`src/rtl/ccu_pkg.sv`:
```
package ccu_pkg;

    typedef enum logic [4:0] {
        OP_LIT    = 5'd0,
        OP_CMPZ32 = 5'd1,
        OP_CMPZ64 = 5'd2,
        OP_CMPS32 = 5'd3,
        OP_CMPS64 = 5'd4,
        OP_CMPU32 = 5'd5,
        OP_CMPU64 = 5'd6,
        OP_TM32   = 5'd7,
        OP_TM64   = 5'd8,
        OP_NZ     = 5'd9,
        OP_ADD64  = 5'd10,
        OP_ADDU64 = 5'd11,
        OP_SUB64  = 5'd12,
        OP_SUBU64 = 5'd13,
        OP_ABS64  = 5'd14,
        OP_NABS64 = 5'd15,
        OP_COMP64 = 5'd16,
        OP_ADD32  = 5'd17,
        OP_ADDU32 = 5'd18,
        OP_SUB32  = 5'd19,
        OP_SUBU32 = 5'd20,
        OP_ABS32  = 5'd21,
        OP_NABS32 = 5'd22,
        OP_COMP32 = 5'd23
    } ccu_op_e;

    localparam int unsigned CCU_LAST_OP = 23;

    typedef enum logic [1:0] {
        UK_ABS  = 2'd0,
        UK_NABS = 2'd1,
        UK_COMP = 2'd2,
        UK_NZ   = 2'd3
    } ccu_ukind_e;

    typedef enum logic [2:0] {
        U_LIT   = 3'd0,
        U_CMP   = 3'd1,
        U_ARITH = 3'd2,
        U_UNARY = 3'd3,
        U_TM    = 3'd4
    } ccu_unit_e;

    typedef struct packed {
        logic       vld;
        logic [1:0] code;
        logic       err;
    } ccu_out_t;

endpackage

```
`src/rtl/ccu_cmp.sv`:
```
module ccu_cmp #(
    parameter int DW = 64
) (
    input  logic [DW-1:0] a,
    input  logic [DW-1:0] b,
    input  logic          wide,
    input  logic          is_signed,
    output logic [1:0]    code
);
    localparam int HW = DW / 2;

    logic signed [DW:0] ext_a;
    logic signed [DW:0] ext_b;

    always_comb begin
        if (wide) begin
            ext_a = {is_signed & a[DW-1], a};
            ext_b = {is_signed & b[DW-1], b};
        end else begin
            ext_a = {{(HW+1){is_signed & a[HW-1]}}, a[HW-1:0]};
            ext_b = {{(HW+1){is_signed & b[HW-1]}}, b[HW-1:0]};
        end
        if (ext_a == ext_b) begin
            code = 2'd0;
        end else if (ext_a < ext_b) begin
            code = 2'd1;
        end else begin
            code = 2'd2;
        end
    end

endmodule

```
`src/rtl/ccu_arith.sv`:
```
module ccu_arith #(
    parameter int DW = 64
) (
    input  logic [DW-1:0] a,
    input  logic [DW-1:0] b,
    input  logic [DW-1:0] r,
    input  logic          wide,
    input  logic          is_sub,
    input  logic          is_logical,
    output logic [1:0]    code
);
    localparam int HW = DW / 2;

    logic [DW-1:0] xa, xb, xr;
    logic neg_a, neg_b, neg_r;
    logic pos_a, pos_b, pos_r;
    logic zero_r, ovf, carry;

    function automatic logic [DW-1:0] narrow(input logic [DW-1:0] v,
                                             input logic w,
                                             input logic logical);
        logic [DW-1:0] o;
        if (w) begin
            o = v;
        end else begin
            o = {{HW{(!logical) & v[HW-1]}}, v[HW-1:0]};
        end
        return o;
    endfunction

    always_comb begin
        xa = narrow(a, wide, is_logical);
        xb = narrow(b, wide, is_logical);
        xr = narrow(r, wide, is_logical);

        neg_a  = xa[DW-1];
        neg_b  = xb[DW-1];
        neg_r  = xr[DW-1];
        pos_a  = !xa[DW-1] && (xa != '0);
        pos_b  = !xb[DW-1] && (xb != '0);
        pos_r  = !xr[DW-1] && (xr != '0);
        zero_r = (xr == '0);

        if (is_sub) begin
            ovf = (pos_a && neg_b && neg_r) || (neg_a && pos_b && pos_r);
        end else begin
            ovf = (pos_a && pos_b && neg_r) || (neg_a && neg_b && pos_r);
        end
        carry = (xr < xa) || (xr < xb);

        if (!is_logical) begin
            if (ovf) begin
                code = 2'd3;
            end else if (zero_r) begin
                code = 2'd0;
            end else if (neg_r) begin
                code = 2'd1;
            end else begin
                code = 2'd2;
            end
        end else if (!is_sub) begin
            code = {carry, !zero_r};
        end else if (zero_r) begin
            code = 2'd2;
        end else if (xb > xa) begin
            code = 2'd1;
        end else begin
            code = 2'd3;
        end
    end

endmodule

```
`src/rtl/ccu_unary.sv`:
```
module ccu_unary
    import ccu_pkg::*;
#(
    parameter int DW = 64
) (
    input  logic [DW-1:0] x,
    input  logic          wide,
    input  ccu_ukind_e    kind,
    output logic [1:0]    code
);
    localparam int HW = DW / 2;
    localparam logic [DW-1:0] MIN_W = {1'b1, {(DW-1){1'b0}}};
    localparam logic [HW-1:0] MIN_H = {1'b1, {(HW-1){1'b0}}};

    logic is_zero, is_neg, is_min;

    always_comb begin
        is_zero = wide ? (x == '0) : (x[HW-1:0] == '0);
        is_neg  = wide ? x[DW-1] : x[HW-1];
        is_min  = wide ? (x == MIN_W) : (x[HW-1:0] == MIN_H);

        case (kind)
            UK_ABS:  code = is_min ? 2'd3 : (is_zero ? 2'd0 : 2'd2);
            UK_NABS: code = is_zero ? 2'd0 : 2'd1;
            UK_COMP: begin
                if (is_min) begin
                    code = 2'd3;
                end else if (is_zero) begin
                    code = 2'd0;
                end else if (is_neg) begin
                    code = 2'd1;
                end else begin
                    code = 2'd2;
                end
            end
            default: code = is_zero ? 2'd0 : 2'd1;
        endcase
    end

endmodule

```
`src/rtl/ccu_tm.sv`:
```
module ccu_tm #(
    parameter int MW = 16
) (
    input  logic [MW-1:0] val,
    input  logic [MW-1:0] mask,
    output logic [1:0]    code
);
    logic [MW-1:0] sel;
    logic          lead;
    logic          found;

    always_comb begin
        sel   = val & mask;
        lead  = 1'b0;
        found = 1'b0;
        for (int i = MW - 1; i >= 0; i--) begin
            if (!found && mask[i]) begin
                lead  = val[i];
                found = 1'b1;
            end
        end
        if (sel == '0) begin
            code = 2'd0;
        end else if (sel == mask) begin
            code = 2'd3;
        end else if (lead) begin
            code = 2'd2;
        end else begin
            code = 2'd1;
        end
    end

endmodule

```
`src/rtl/cond_code_unit.sv`:
```
module cond_code_unit
    import ccu_pkg::*;
#(
    parameter int DW      = 64,
    parameter int MW      = 16,
    parameter bit REG_OUT = 1'b1
) (
    input  logic          clk,
    input  logic          rst_n,
    input  logic          in_valid,
    input  logic [4:0]    op_sel,
    input  logic [DW-1:0] src,
    input  logic [DW-1:0] dst,
    input  logic [DW-1:0] res,
    output logic          out_valid,
    output logic [1:0]    cc,
    output logic          err
);
    ccu_op_e    op;
    ccu_unit_e  unit;
    logic       known;

    logic [DW-1:0] cmp_a, cmp_b;
    logic          cmp_wide, cmp_sgn;
    logic [1:0]    cmp_code;

    logic          ar_wide, ar_sub, ar_log;
    logic [1:0]    ar_code;

    logic          un_wide;
    ccu_ukind_e    un_kind;
    logic [1:0]    un_code;

    logic [1:0]    tm_code;
    logic [1:0]    pick;

    ccu_out_t out_d, out_q;

    assign op = ccu_op_e'(op_sel);

    always_comb begin
        unit     = U_LIT;
        known    = 1'b1;
        cmp_a    = src;
        cmp_b    = dst;
        cmp_wide = 1'b1;
        cmp_sgn  = 1'b1;
        ar_wide  = 1'b1;
        ar_sub   = 1'b0;
        ar_log   = 1'b0;
        un_wide  = 1'b1;
        un_kind  = UK_NZ;
        case (op)
            OP_LIT:    unit = U_LIT;
            OP_CMPZ32: begin unit = U_CMP; cmp_a = dst; cmp_b = '0; cmp_wide = 1'b0; end
            OP_CMPZ64: begin unit = U_CMP; cmp_a = dst; cmp_b = '0; end
            OP_CMPS32: begin unit = U_CMP; cmp_wide = 1'b0; end
            OP_CMPS64: unit = U_CMP;
            OP_CMPU32: begin unit = U_CMP; cmp_wide = 1'b0; cmp_sgn = 1'b0; end
            OP_CMPU64: begin unit = U_CMP; cmp_sgn = 1'b0; end
            OP_TM32,
            OP_TM64:   unit = U_TM;
            OP_NZ:     begin unit = U_UNARY; un_kind = UK_NZ; end
            OP_ADD64:  unit = U_ARITH;
            OP_ADDU64: begin unit = U_ARITH; ar_log = 1'b1; end
            OP_SUB64:  begin unit = U_ARITH; ar_sub = 1'b1; end
            OP_SUBU64: begin unit = U_ARITH; ar_sub = 1'b1; ar_log = 1'b1; end
            OP_ABS64,
            OP_ABS32:  begin unit = U_UNARY; un_kind = UK_ABS; end
            OP_NABS64,
            OP_NABS32: begin unit = U_UNARY; un_kind = UK_NABS; end
            OP_COMP64: begin unit = U_UNARY; un_kind = UK_COMP; end
            OP_COMP32: begin unit = U_UNARY; un_kind = UK_COMP; un_wide = 1'b0; end
            OP_ADD32:  begin unit = U_ARITH; ar_wide = 1'b0; end
            OP_ADDU32: begin unit = U_ARITH; ar_wide = 1'b0; ar_log = 1'b1; end
            OP_SUB32:  begin unit = U_ARITH; ar_wide = 1'b0; ar_sub = 1'b1; end
            OP_SUBU32: begin
                unit    = U_ARITH;
                ar_wide = 1'b0;
                ar_sub  = 1'b1;
                ar_log  = 1'b1;
            end
            default:   known = 1'b0;
        endcase
    end

    ccu_cmp #(.DW(DW)) u_cmp (
        .a         (cmp_a),
        .b         (cmp_b),
        .wide      (cmp_wide),
        .is_signed (cmp_sgn),
        .code      (cmp_code)
    );

    ccu_arith #(.DW(DW)) u_arith (
        .a          (src),
        .b          (dst),
        .r          (res),
        .wide       (ar_wide),
        .is_sub     (ar_sub),
        .is_logical (ar_log),
        .code       (ar_code)
    );

    ccu_unary #(.DW(DW)) u_unary (
        .x    (dst),
        .wide (un_wide),
        .kind (un_kind),
        .code (un_code)
    );

    ccu_tm #(.MW(MW)) u_tm (
        .val  (src[MW-1:0]),
        .mask (dst[MW-1:0]),
        .code (tm_code)
    );

    always_comb begin
        case (unit)
            U_CMP:   pick = cmp_code;
            U_ARITH: pick = ar_code;
            U_UNARY: pick = un_code;
            U_TM:    pick = tm_code;
            default: pick = dst[1:0];
        endcase
        out_d.vld  = in_valid;
        out_d.err  = in_valid && !known;
        out_d.code = (in_valid && known) ? pick : 2'd0;
    end

    generate
        if (REG_OUT) begin : g_reg
            always_ff @(posedge clk or negedge rst_n) begin
                if (!rst_n) begin
                    out_q <= '0;
                end else begin
                    out_q <= out_d;
                end
            end
        end else begin : g_comb
            assign out_q = out_d;
        end
    endgenerate

    assign out_valid = out_q.vld;
    assign cc        = out_q.code;
    assign err       = out_q.err;

endmodule

```
`config.mk`:
```
export PLATFORM = sky130hd
export DESIGN_NAME = cond_code_unit
export DESIGN_NICKNAME = d
export VERILOG_FILES = /design/src/rtl/ccu_pkg.sv /design/src/rtl/ccu_cmp.sv /design/src/rtl/ccu_arith.sv /design/src/rtl/ccu_unary.sv /design/src/rtl/ccu_tm.sv /design/src/rtl/cond_code_unit.sv
export SDC_FILE = /design/constraint.sdc
export NUM_CORES = 1
export LEC_CHECK = 0
export BUFFER_PORTS_ARGS = -buffer_cell sky130_fd_sc_hd__buf_2
export CELL_PAD_IN_SITES_DETAIL_PLACEMENT = 1
export CELL_PAD_IN_SITES_GLOBAL_PLACEMENT = 1
export CORE_MARGIN = 1
export CORE_UTILIZATION = 25
export DETAILED_ROUTE_END_ITERATION = 6
export GPL_TIMING_DRIVEN = 0
export PLACE_DENSITY_LB_ADDON = 0.1
export SLEW_MARGIN = 20
export SYNTH_ARGS = -nofsm -noshare
export SYNTH_HDL_FRONTEND = slang
export SYNTH_HIERARCHICAL = 1
export SYNTH_SLANG_ARGS = --single-unit
```
`constraint.sdc`:
```
create_clock -name clk -period 0.8 [get_ports clk]
set_input_delay 0.04 -clock clk [delete_from_list [all_inputs] [get_ports clk]]
set_output_delay 0.04 -clock clk [all_outputs]
set_load 0.03 [all_outputs]
```
==> results of run 1 <==
-- flip-flops by register name, indices dropped and copies added, names as in the netlist --
signal,cells
out_valid,1
cc,2
err,1
-- cells by family (layout without fill, tap and decap cells) --
family | count (synthesis) | count (layout) | share of synthesized area [%]
AO/OA/AOI/OAI | 439 | 439 | 26.23
AND/OR/NAND/NOR | 403 | 403 | 22.57
buffers and inverters | 266 | 500 | 10.10
adder cells (fa/ha/maj) | 256 | 256 | 30.82
multiplexers | 66 | 66 | 9.149
flip-flops | 4 | 4 | 0.9631
XOR/XNOR | 2 | 2 | 0.1686
-- per-layer routing --
metal / vias up / global-route usage (%) / routed length, µm
li1: 5804 / - / -
met4: 0 / 4.596 / 1042
met1: 5649 / 28.94 / 21940
met5: - / 0 / 0
met2: 235 / 41.09 / 23920
met3: 46 / 1.545 / 1607
-- through the flow --
| step | total power [W] | instances |
|---|---|---|
| final | 0.009294 | 2202 |
| after detailed placement | 0.007838 | 2171 |
| after global placement | 0.007657 | 2171 |
| after CTS | 0.009033 | 2194 |
| after floorplan | 0.004977 | 1436 |
| after global routing | 0.01031 | 2202 |
-- repair_timing --
action | CTS | global route
endpoints found under the setup margin | 3 | 5
hold buffers | 2 | 0
pin swaps | 20 | 41
endpoints found under the hold margin | 5 | 0
gates cloned | 0 | 1
buffers inserted | 20 | 9
resized for setup | 65 | 83
-- cell type report --
cell class              instances  area [µm²]
flip-flops and latches          4       100.1
clock buffers                   3       75.07
inverters                     214       809.5
repair buffers                235        1341
plain buffers                  48       345.3
fillers                      5121       27950
well taps                     532       665.6
multi-input cells            1166        9641
-- how the worst max path moves through the flow --
stage,start,end,slack (ns),depth (start not counted)
after global routing,op_sel[0],cc[1]$_DFF_PN0_,-3.63,22
after floorplan,op_sel[0],cc[1]$_DFF_PN0_,-2.94,20
after global placement,op_sel[2],cc[1]$_DFF_PN0_,-4.89,21
after detailed placement,op_sel[3],cc[0]$_DFF_PN0_,-4.99,21
after CTS,op_sel[0],cc[1]$_DFF_PN0_,-3.69,22
final,op_sel[0],cc[1]$_DFF_PN0_,-3.49,19
-- power by group --
part	switching (W)	leakage, nW	internal, W	total [W]
registers	0.00000593	0.0513	0.000219	0.000224
clock network	0.000123	0.0370	0.000637	0.000760
logic	0.00475	6.59	0.00356	0.00831
-- placed cells by master (no fill, tap or decap), types with 13 or more instances in the layout --
master and n:
a21o_1 41, a21oi_1 172, a21oi_2 17, and2_1 65
buf_2 202, buf_4 27, buf_6 13, clkbuf_1 13
clkbuf_2 14, ha_1 253, inv_1 209, mux2_4 56
nand2_1 68, nand2b_1 13, nand3_1 22, nand4_1 63
nor2_1 26, nor3_1 17, nor4_1 62, o21a_1 39
o21ai_0 65
==> out/summary.txt, run 1 <==
Failing checks - setup timing
Clock Pin Slew Worst Setup and Hold Paths - 0.03 ns
Initial antenna violation count - 0
Core ar. - 0.04092 mm²
Power per cell area - 716.2 mW/mm²
Status - finished, violations left
Tcrit/Tclk final - 535.9%
Top cells by count, synth - ha_1 (256), inv_1 (210), a21oi_1 (191)
Final wirelength - 48510 µm
Iter 0 DRT Violations - 351
Max Slew Vio Count - 0
Die area - 0.04239 mm²
Routed wire length per instance - 22.03 µm
Hold Path Sink - err$_DFF_PN0_
Sequence of cells on the critical path - buf_12 > buf_4 > or3b_2 > a22oi_2 > buf_4 > inv_2 > a21oi_2 > clkbuf_4 > a21oi_1 > ha_1 > nand2_1 > or4_4 > nor4_4 > and3_1 > o31ai_1 > a31oi_1 > a222oi_1 > o21ai_1 > a31oi_1
Synth async-reset ratio - 100.0%
Count of cell types in the netlist - 80
Worst slew margin - 55.03%
CP Capture Type - flip-flop
Worst Setup Path Type - in2reg
Hold_sp - in_valid
IO Port Bufs - 203
CP peak stage delay - 0.59 ns
ANT nets after route - 0
CP top delay family - simple AND/OR/NAND/NOR gates
CP max-delay cell - or4_4
# IOs - 204
Area growth syn-to-layout - 24.86%
Worst EP required - 0.88 ns
Number of flops mapped to enable cells by yosys - 0
Post-synth top area share - 30.82%
RSZ-0062 raised after global routing - true
Setup violations, final - 2
PnR worst setup slack - -3.487 ns
Final Hold Slack - 0.1292 ns
TritonRoute pass-1 iters - 4
DRC - 0
Die Width - 205.9 µm
CP max FO - 10
Initial core utilization - 25.40%
Synth Flop Type - dfrtp_1
First-pass GRT wire length - 72900 µm
Vias/cell - 5.329
Sequential fraction of the synthesis area - 0.9630%
Post-layout util - 31.71%
Maxcap violations - 0
Mapped Area - 0.01039 mm²
Syn_area_per_cell - 7.238 µm²
Largest net degree at the start of global routing - 12
Post-synthesis register bit count - 4
CTS sink cnt - 4
Worst Tran Pin Value - 0.6684 ns
Yosys top cell by area - ha_1
Nets - 2128
Fin Setup TNS - -6.935 ns
Die height - 205.9 µm
CTS tree - built
Vias - 11734
Count leader, synth - ha_1
GP Congestion - 0.8935
YS warnings - 6
Dominant cells by area after synthesis - ha_1 (31%), a21oi_1 (9.2%), mux2_4 (8.1%)
Post-Place Setup Slack - -4.991 ns
CTS buffer count - 3
Remaining global-route overflow - 0
H-tree depth - 1
Fraction of layout cells with a size suffix above 1 - 25.03%
# rows - 74
HP Class - in2reg
Vias in the first global route - 12529
Post-layout instance area - 0.01298 mm²
Max VDD drop - 0.0004786 V
Maximum root-to-sink buffer count - 2
WP data arrival - 4.37 ns
Placed Instance Area - 0.01214 mm²
Synth Net Count - 1892
WP buf/inv - 5
Max Fclk - 233.2 MHz
Pleak - 6.679 nW
GRT Total Usage - 22.57%
ANT cells - 0
Post-synthesis cell count - 1436
Tmin final - 4.287 ns
Post-DP HPWL - 41310 µm
Worst Hold Path Cells - 2
Final Hold Fails - 0
Root buffer cell - clkbuf_16
Crit start category - primary input
(Power assumes the default switching activity.)
==> inputs of run 2 (changes only) <==
- SETUP_SLACK_MARGIN: not set -> 0.5
==> run 2 against run 1 <==
The run ends with hold timing, setup timing left. Combinational power barely moved. Core utilization rose by 0.28 points. Clock-buffer cell count rose by 1. Fmax fell by 1.3%. Global-route usage fell by 0.27 points. Critical path depth rose by 4. Flip-flop and latch count did not move. Total power rose by 0.75%. Critical path type unchanged. Critical endpoint unchanged. Highest routed layer unchanged.
==> out/summary.txt, run 2 (synthesis gave the netlist of run 1 again) <==
Post-DP HPWL - 41030 µm (-0.68%)
CTS Hold Buffers Added - 1 (-1)
CP Capture Type - flip-flop
Root buffer cell - clkbuf_16
Initial core utilization - 25.40% (unchanged)
Max Fclk - 230.2 MHz (-1.3%)
Worst Setup Path Type - in2reg
ANT cells - 0 (unchanged)
Worst slew margin - 50.11% (-4.9 points)
TritonRoute pass-1 iters - 5 (+1)
Maximum root-to-sink buffer count - 2 (unchanged)
CTS sink cnt - 4 (unchanged)
Worst Setup SP - op_sel[1]
Failing checks - hold timing, setup timing
Most frequent cells in the layout - ha_1 (253), inv_1 (209), buf_2 (197)
Die Width - 205.9 µm (unchanged)
CP top delay family - compound AO/OA/AOI/OAI gates
GP Congestion - 0.8806 (-1.4%)
GRT Total Usage - 22.30% (-0.27 points)
Final Hold Slack - -0.02154 ns (-0.1507 ns)
Final Hold Fails - 1 (+1)
CTS tree - built
Die height - 205.9 µm (unchanged)
Final wirelength - 47930 µm (-1.2%)
Final Non-Filler Cells - 2205 (+0.14%)
First-pass GRT wire length - 71990 µm (-1.2%)
Max VDD drop - 0.0004355 V (-9.0%)
Vias in the first global route - 12215 (-2.5%)
CP peak stage delay - 0.45 ns (-0.14 ns)
Post-layout instance area - 0.01309 mm² (+0.87%)
HP Class - in2reg
Routed wire length per instance - 21.74 µm (-1.3%)
Nets - 2130 (+0.094%)
Largest net degree at the start of global routing - 12 (unchanged)
Pleak - 6.713 nW (+0.51%)
Setup violations, final - 2 (unchanged)
Worst Tran Pin Value - 0.7416 ns (+0.07314 ns)
DRC - 0 (unchanged)
Area growth syn-to-layout - 25.94%
Clock Pin Slew Worst Setup and Hold Paths - 0.03 ns (about the same)
Stages on worst setup path - 23 (+4)
Tot Pwr - 0.009364 W (+0.75%)
RSZ-0062 raised after global routing - true
Maxcap violations - 0 (unchanged)
Status - finished, violations left
ANT nets after route - 0 (unchanged)
Core ar. - 0.04092 mm² (unchanged)
Tmin final - 4.345 ns (+0.05771 ns)
IO Port Bufs - 203 (unchanged)
PnR worst setup slack - -3.545 ns (-0.05771 ns)
Placed Instance Area - 0.01214 mm² (about the same)
Most common cell on crit path - buf_12
Die area - 0.04239 mm² (unchanged)
Tcrit/Tclk final - 543.1% (+7.2 points)
Remaining global-route overflow - 0 (unchanged)
CTS buffer count - 3 (unchanged)
WP data arrival - 4.47 ns (+0.10 ns)
Fraction of layout cells with a size suffix above 1 - 25.52% (+0.49 points)
Crit start category - primary input
Post-layout util - 31.99% (+0.28 points)
Initial antenna violation count - 0 (unchanged)
# rows - 74 (unchanged)
Power per cell area - 715.3 mW/mm² (-0.12%)
Max Slew Vio Count - 0 (unchanged)
Worst EP required - 0.93 ns (+0.05 ns)
Commonest non-fill, non-tap cell in the layout - ha_1
WP buf/inv - 6 (+1)
Sequence of cells on the critical path - buf_12 > xnor2_4 > or4_4 > buf_12 > buf_12 > mux2_4 > a21oi_4 > buf_6 > clkbuf_16 > buf_8 > a21oi_2 > ha_2 > nand2_2 > o21ai_4 > a221oi_4 > o211ai_1 > a21o_1 > a211oi_4 > mux2i_2 > o21ba_4 > o2bb2ai_4 > a221oi_2 > a31oi_1
Fin Setup TNS - -7.080 ns (-0.1455 ns)
H-tree depth - 1 (unchanged)
Worst setup path endpoint - cc[1]$_DFF_PN0_
Vias/cell - 5.318 (-0.20%)
Iter 0 DRT Violations - 464 (+32%)
Vias - 11727 (-0.060%)
Placed Cells - 2171 (unchanged)
# IOs - 204 (unchanged)
CP max FO - 6 (-4)
CP max-delay cell - or4_4
Max reg flops - 2 (unchanged)
-- run 2: worst min-delay path by stage --
stage | from | end | slack [ns] | depth (start not counted)
6_report | in_valid | out_valid$_DFF_PN0_ | -0.02 | 1
5_1_grt | in_valid | out_valid$_DFF_PN0_ | -0.02 | 1
4_1_cts | in_valid | out_valid$_DFF_PN0_ | -0.02 | 1
3_5_place_dp | rst_n | cc[1]$_DFF_PN0_ | -0.15 | 1
3_3_place_gp | rst_n | cc[1]$_DFF_PN0_ | -0.16 | 1
2_1_floorplan | rst_n | cc[0]$_DFF_PN0_ | -0.26 | 0
-- run 2: stage by stage --
step | worst slack (ns) | hold WS [ns]
2_1_floorplan | -2.938 | -0.2556
3_3_place_gp | -4.952 | -0.1559
3_5_place_dp | -4.932 | -0.1523
4_1_cts | -3.578 | -0.02277
5_1_grt | -3.645 | -0.01873
6_report | -3.545 | -0.02154
-- run 2: power by group --
| part | switching (W) | internal (W) |
|---|---|---|
| Combinational | 0.00472 | 0.00362 |
| Clock | 0.000140 | 0.000658 |
| Sequential | 0.00000685 | 0.000220 |
-- run 2: metal layers --
| layer | global-route usage (%) | share of wire [%] | vias to the layer above |
|---|---|---|---|
| met5 | 0 | 0 | - |
| met4 | 3.992 | 1.9 | 0 |
| met3 | 0.9618 | 2.6 | 38 |
| met2 | 41.07 | 50 | 223 |
| met1 | 28.76 | 46 | 5650 |
| li1 | - | - | 5816 |
-- run 2: what timing repair did --
| item | in CTS | in global routing |
|---|---|---|
| endpoints found under the hold margin | 5 | 1 |
| setup buffers | 26 | 2 |
| pin swaps | 30 | 23 |
| setup endpoints to repair | 7 | 11 |
| resized for setup | 128 | 37 |
| gates cloned | 1 | 0 |
-- run 2: cell type report --
| class | instances | area, µm² |
|---|---|---|
| fill | 5099 | 27830 |
| tap | 532 | 665.6 |
| clock buffer | 4 | 78.83 |
| timing repair buffer | 233 | 1346 |
| buffer | 52 | 434.2 |
| multi-input combinational | 1166 | 9649 |
| sequential | 4 | 103.9 |
| inverter | 214 | 812.0 |
==> inputs of run 3 (changes only) <==
- CTS_CLUSTER_DIAMETER: not set -> 50
- REMOVE_ABC_BUFFERS: not set -> 1
==> run 3 against run 2 <==
The flow still finishes with violations (hold timing, setup timing). Worst setup slack lost 0.0082 ns. Core utilization grew 0.20 points. Wire length up 3.0%. Sequential power about the same. Worst hold slack lost 0.0055 ns. Die area stayed put. Fmax decreased by 0.19%. Flip-flop and latch count unchanged. Final area is 0.61% higher. First-iteration DRC count down 5.8%. Clock power fell by 3.0%. Combinational power grew 0.6%. Critical path type unchanged. Largest power group unchanged.
==> out/summary.txt, run 3 (synthesis gave the netlist of run 1 again) <==
Final Hold Fails - 1 (unchanged)
Max Fclk - 229.7 MHz (-0.19%)
First-pass GRT wire length - 74570 µm (+3.6%)
Initial core utilization - 25.40% (unchanged)
IO Port Bufs - 203 (unchanged)
Max Slew Vio Count - 0 (unchanged)
Worst EP required - 0.89 ns (-0.04 ns)
Iter 0 DRT Violations - 437 (-5.8%)
Core ar. - 0.04092 mm² (unchanged)
Root buffer cell - clkbuf_16
# rows - 74 (unchanged)
HP Class - in2reg
Largest net degree at the start of global routing - 38 (+26)
Vias/cell - 5.371 (+0.98%)
Max VDD drop - 0.0006312 V (+45%)
RSZ-0062 raised after global routing - true
Final Non-Filler Cells - 2185 (-0.91%)
Placed Cells - 2129 (-1.9%)
WP data arrival - 4.44 ns (-0.03 ns)
Worst Tran Pin Value - 0.7491 ns (+0.007555 ns)
Pleak - 6.775 nW (+0.92%)
PnR worst setup slack - -3.553 ns (-0.008150 ns)
CP max FO - 14 (+8)
GP Congestion - 0.8663 (-1.6%)
Post-layout util - 32.18% (+0.20 points)
CTS sink cnt - 4 (unchanged)
Die Width - 205.9 µm (unchanged)
Vias in the first global route - 12463 (+2.0%)
Remaining global-route overflow - 0 (unchanged)
DRC - 0 (unchanged)
H-tree depth - 1 (unchanged)
Fraction of layout cells with a size suffix above 1 - 24.29% (-1.2 points)
Worst slew margin - 49.60% (-0.51 points)
CP Capture Type - flip-flop
Setup violations, final - 2 (unchanged)
Commonest non-fill, non-tap cell in the layout - ha_1
Max reg flops - 2 (unchanged)
Die height - 205.9 µm (unchanged)
CTS tree - built
Tcrit/Tclk final - 544.1% (+1.0 points)
Maximum root-to-sink buffer count - 2 (unchanged)
Vias - 11735 (+0.068%)
Status - finished, violations left
Clock Pin Slew Worst Setup and Hold Paths - 0.03 ns (about the same)
Die area - 0.04239 mm² (unchanged)
CTS buffer count - 3 (unchanged)
Final wirelength - 49350 µm (+3.0%)
Tmin final - 4.353 ns (+0.008150 ns)
# IOs - 204 (unchanged)
GRT Total Usage - 23.02% (+0.72 points)
Post-DP HPWL - 38780 µm (-5.5%)
Nets - 2109 (-0.99%)
Final Hold Slack - -0.02708 ns (-0.005533 ns)
TritonRoute pass-1 iters - 5 (unchanged)
Routed wire length per instance - 22.59 µm (+3.9%)
Maxcap violations - 0 (unchanged)
Post-Place Setup Slack - -5.839 ns (-0.9069 ns)
ANT nets after route - 0 (unchanged)
Area growth syn-to-layout - 26.71%
Crit start category - primary input
Power per cell area - 713.0 mW/mm² (-0.33%)
Most frequent cells in the layout - ha_1 (254), inv_1 (209), buf_2 (193)
CTS Hold Buffers Added - 1 (unchanged)
Failing checks - hold timing, setup timing
Worst Setup Path Type - in2reg
Initial antenna violation count - 3 (+3)
Filler Cells Inserted - 5073 (-0.51%)
Fin Setup TNS - -7.041 ns (+0.03867 ns)
run 3: where the power goes:
part | total (W) | switching (W) | internal (W)
clock network | 0.000774 | 0.000136 | 0.000638
registers | 0.000226 | 0.00000711 | 0.000219
logic | 0.00839 | 0.00475 | 0.00364
run 3: stage by stage:
| step | instance area, µm² | power (W) |
|---|---|---|
| 2_1_floorplan | 10150 | 0.004908 |
| 3_3_place_gp | 11830 | 0.007586 |
| 3_5_place_dp | 12090 | 0.007763 |
| 4_1_cts | 13060 | 0.009246 |
| 5_1_grt | 13170 | 0.01038 |
| 6_report | 13170 | 0.009390 |
run 3: area by class of cell:
| type | count | area (µm²) | area share [%] |
|---|---|---|---|
| Multi-Input combinational cell | 1169 | 9623 | 73.07 |
| Sequential cell | 4 | 100.1 | 0.7600 |
| Inverter | 214 | 819.5 | 6.223 |
| Timing Repair Buffer | 259 | 1868 | 14.18 |
| Clock buffer | 3 | 75.07 | 0.5700 |
| Antenna cell | 2 | 5.005 | 0.03800 |
| Timing Repair inverter | 2 | 13.76 | 0.1045 |
| Tap cell | 532 | 665.6 | 5.054 |
run 3: final timing paths:
path / from / endpoint / slack, ns / cells past startpoint
min in group asynchronous: rst_n / cc[0]$_DFF_PN0_ / 0.17 / 2
setup / recovery: op_sel[1] / cc[1]$_DFF_PN0_ / -3.55 / 23
max in group asynchronous: rst_n / err$_DFF_PN0_ / 0.54 / 2
hold / removal: in_valid / out_valid$_DFF_PN0_ / -0.03 / 1
run 3: what timing repair did:
item,in CTS,in global routing
gates cloned,11,0
endpoints found under the hold margin,5,1
endpoints found under the setup margin,7,10
resized for setup,78,14
pin swaps,42,20
buffers inserted,35,4
run 3: routing by layer:
layer  global-route usage, %  part of all wire [%]  vias up
li1                        -                     -     5770
met3                  0.9303                   2.9       36
met5                       0                 0.022        -
met2                   41.38                    49      223
met1                   30.79                    47     5704
met4                   3.414                   1.7        2
run 3: critical path, stage by stage:
cell and delay (ns):
buf_12 0.14, xnor2_4 0.13, or4_4 0.46, buf_16 0.16, buf_16 0.12, mux2_4 0.32, a21oi_4 0.25, buf_6 0.15
buf_16 0.12, a21oi_1 0.04, ha_1 0.31, nand4_1 0.17, buf_4 0.19, nor3_2 0.23, and4_2 0.32, a21o_1 0.19
a211oi_4 0.06, buf_6 0.17, mux2i_4 0.19, o21ba_4 0.24, o2bb2ai_4 0.06, a221oi_2 0.23, a31oi_1 0.13
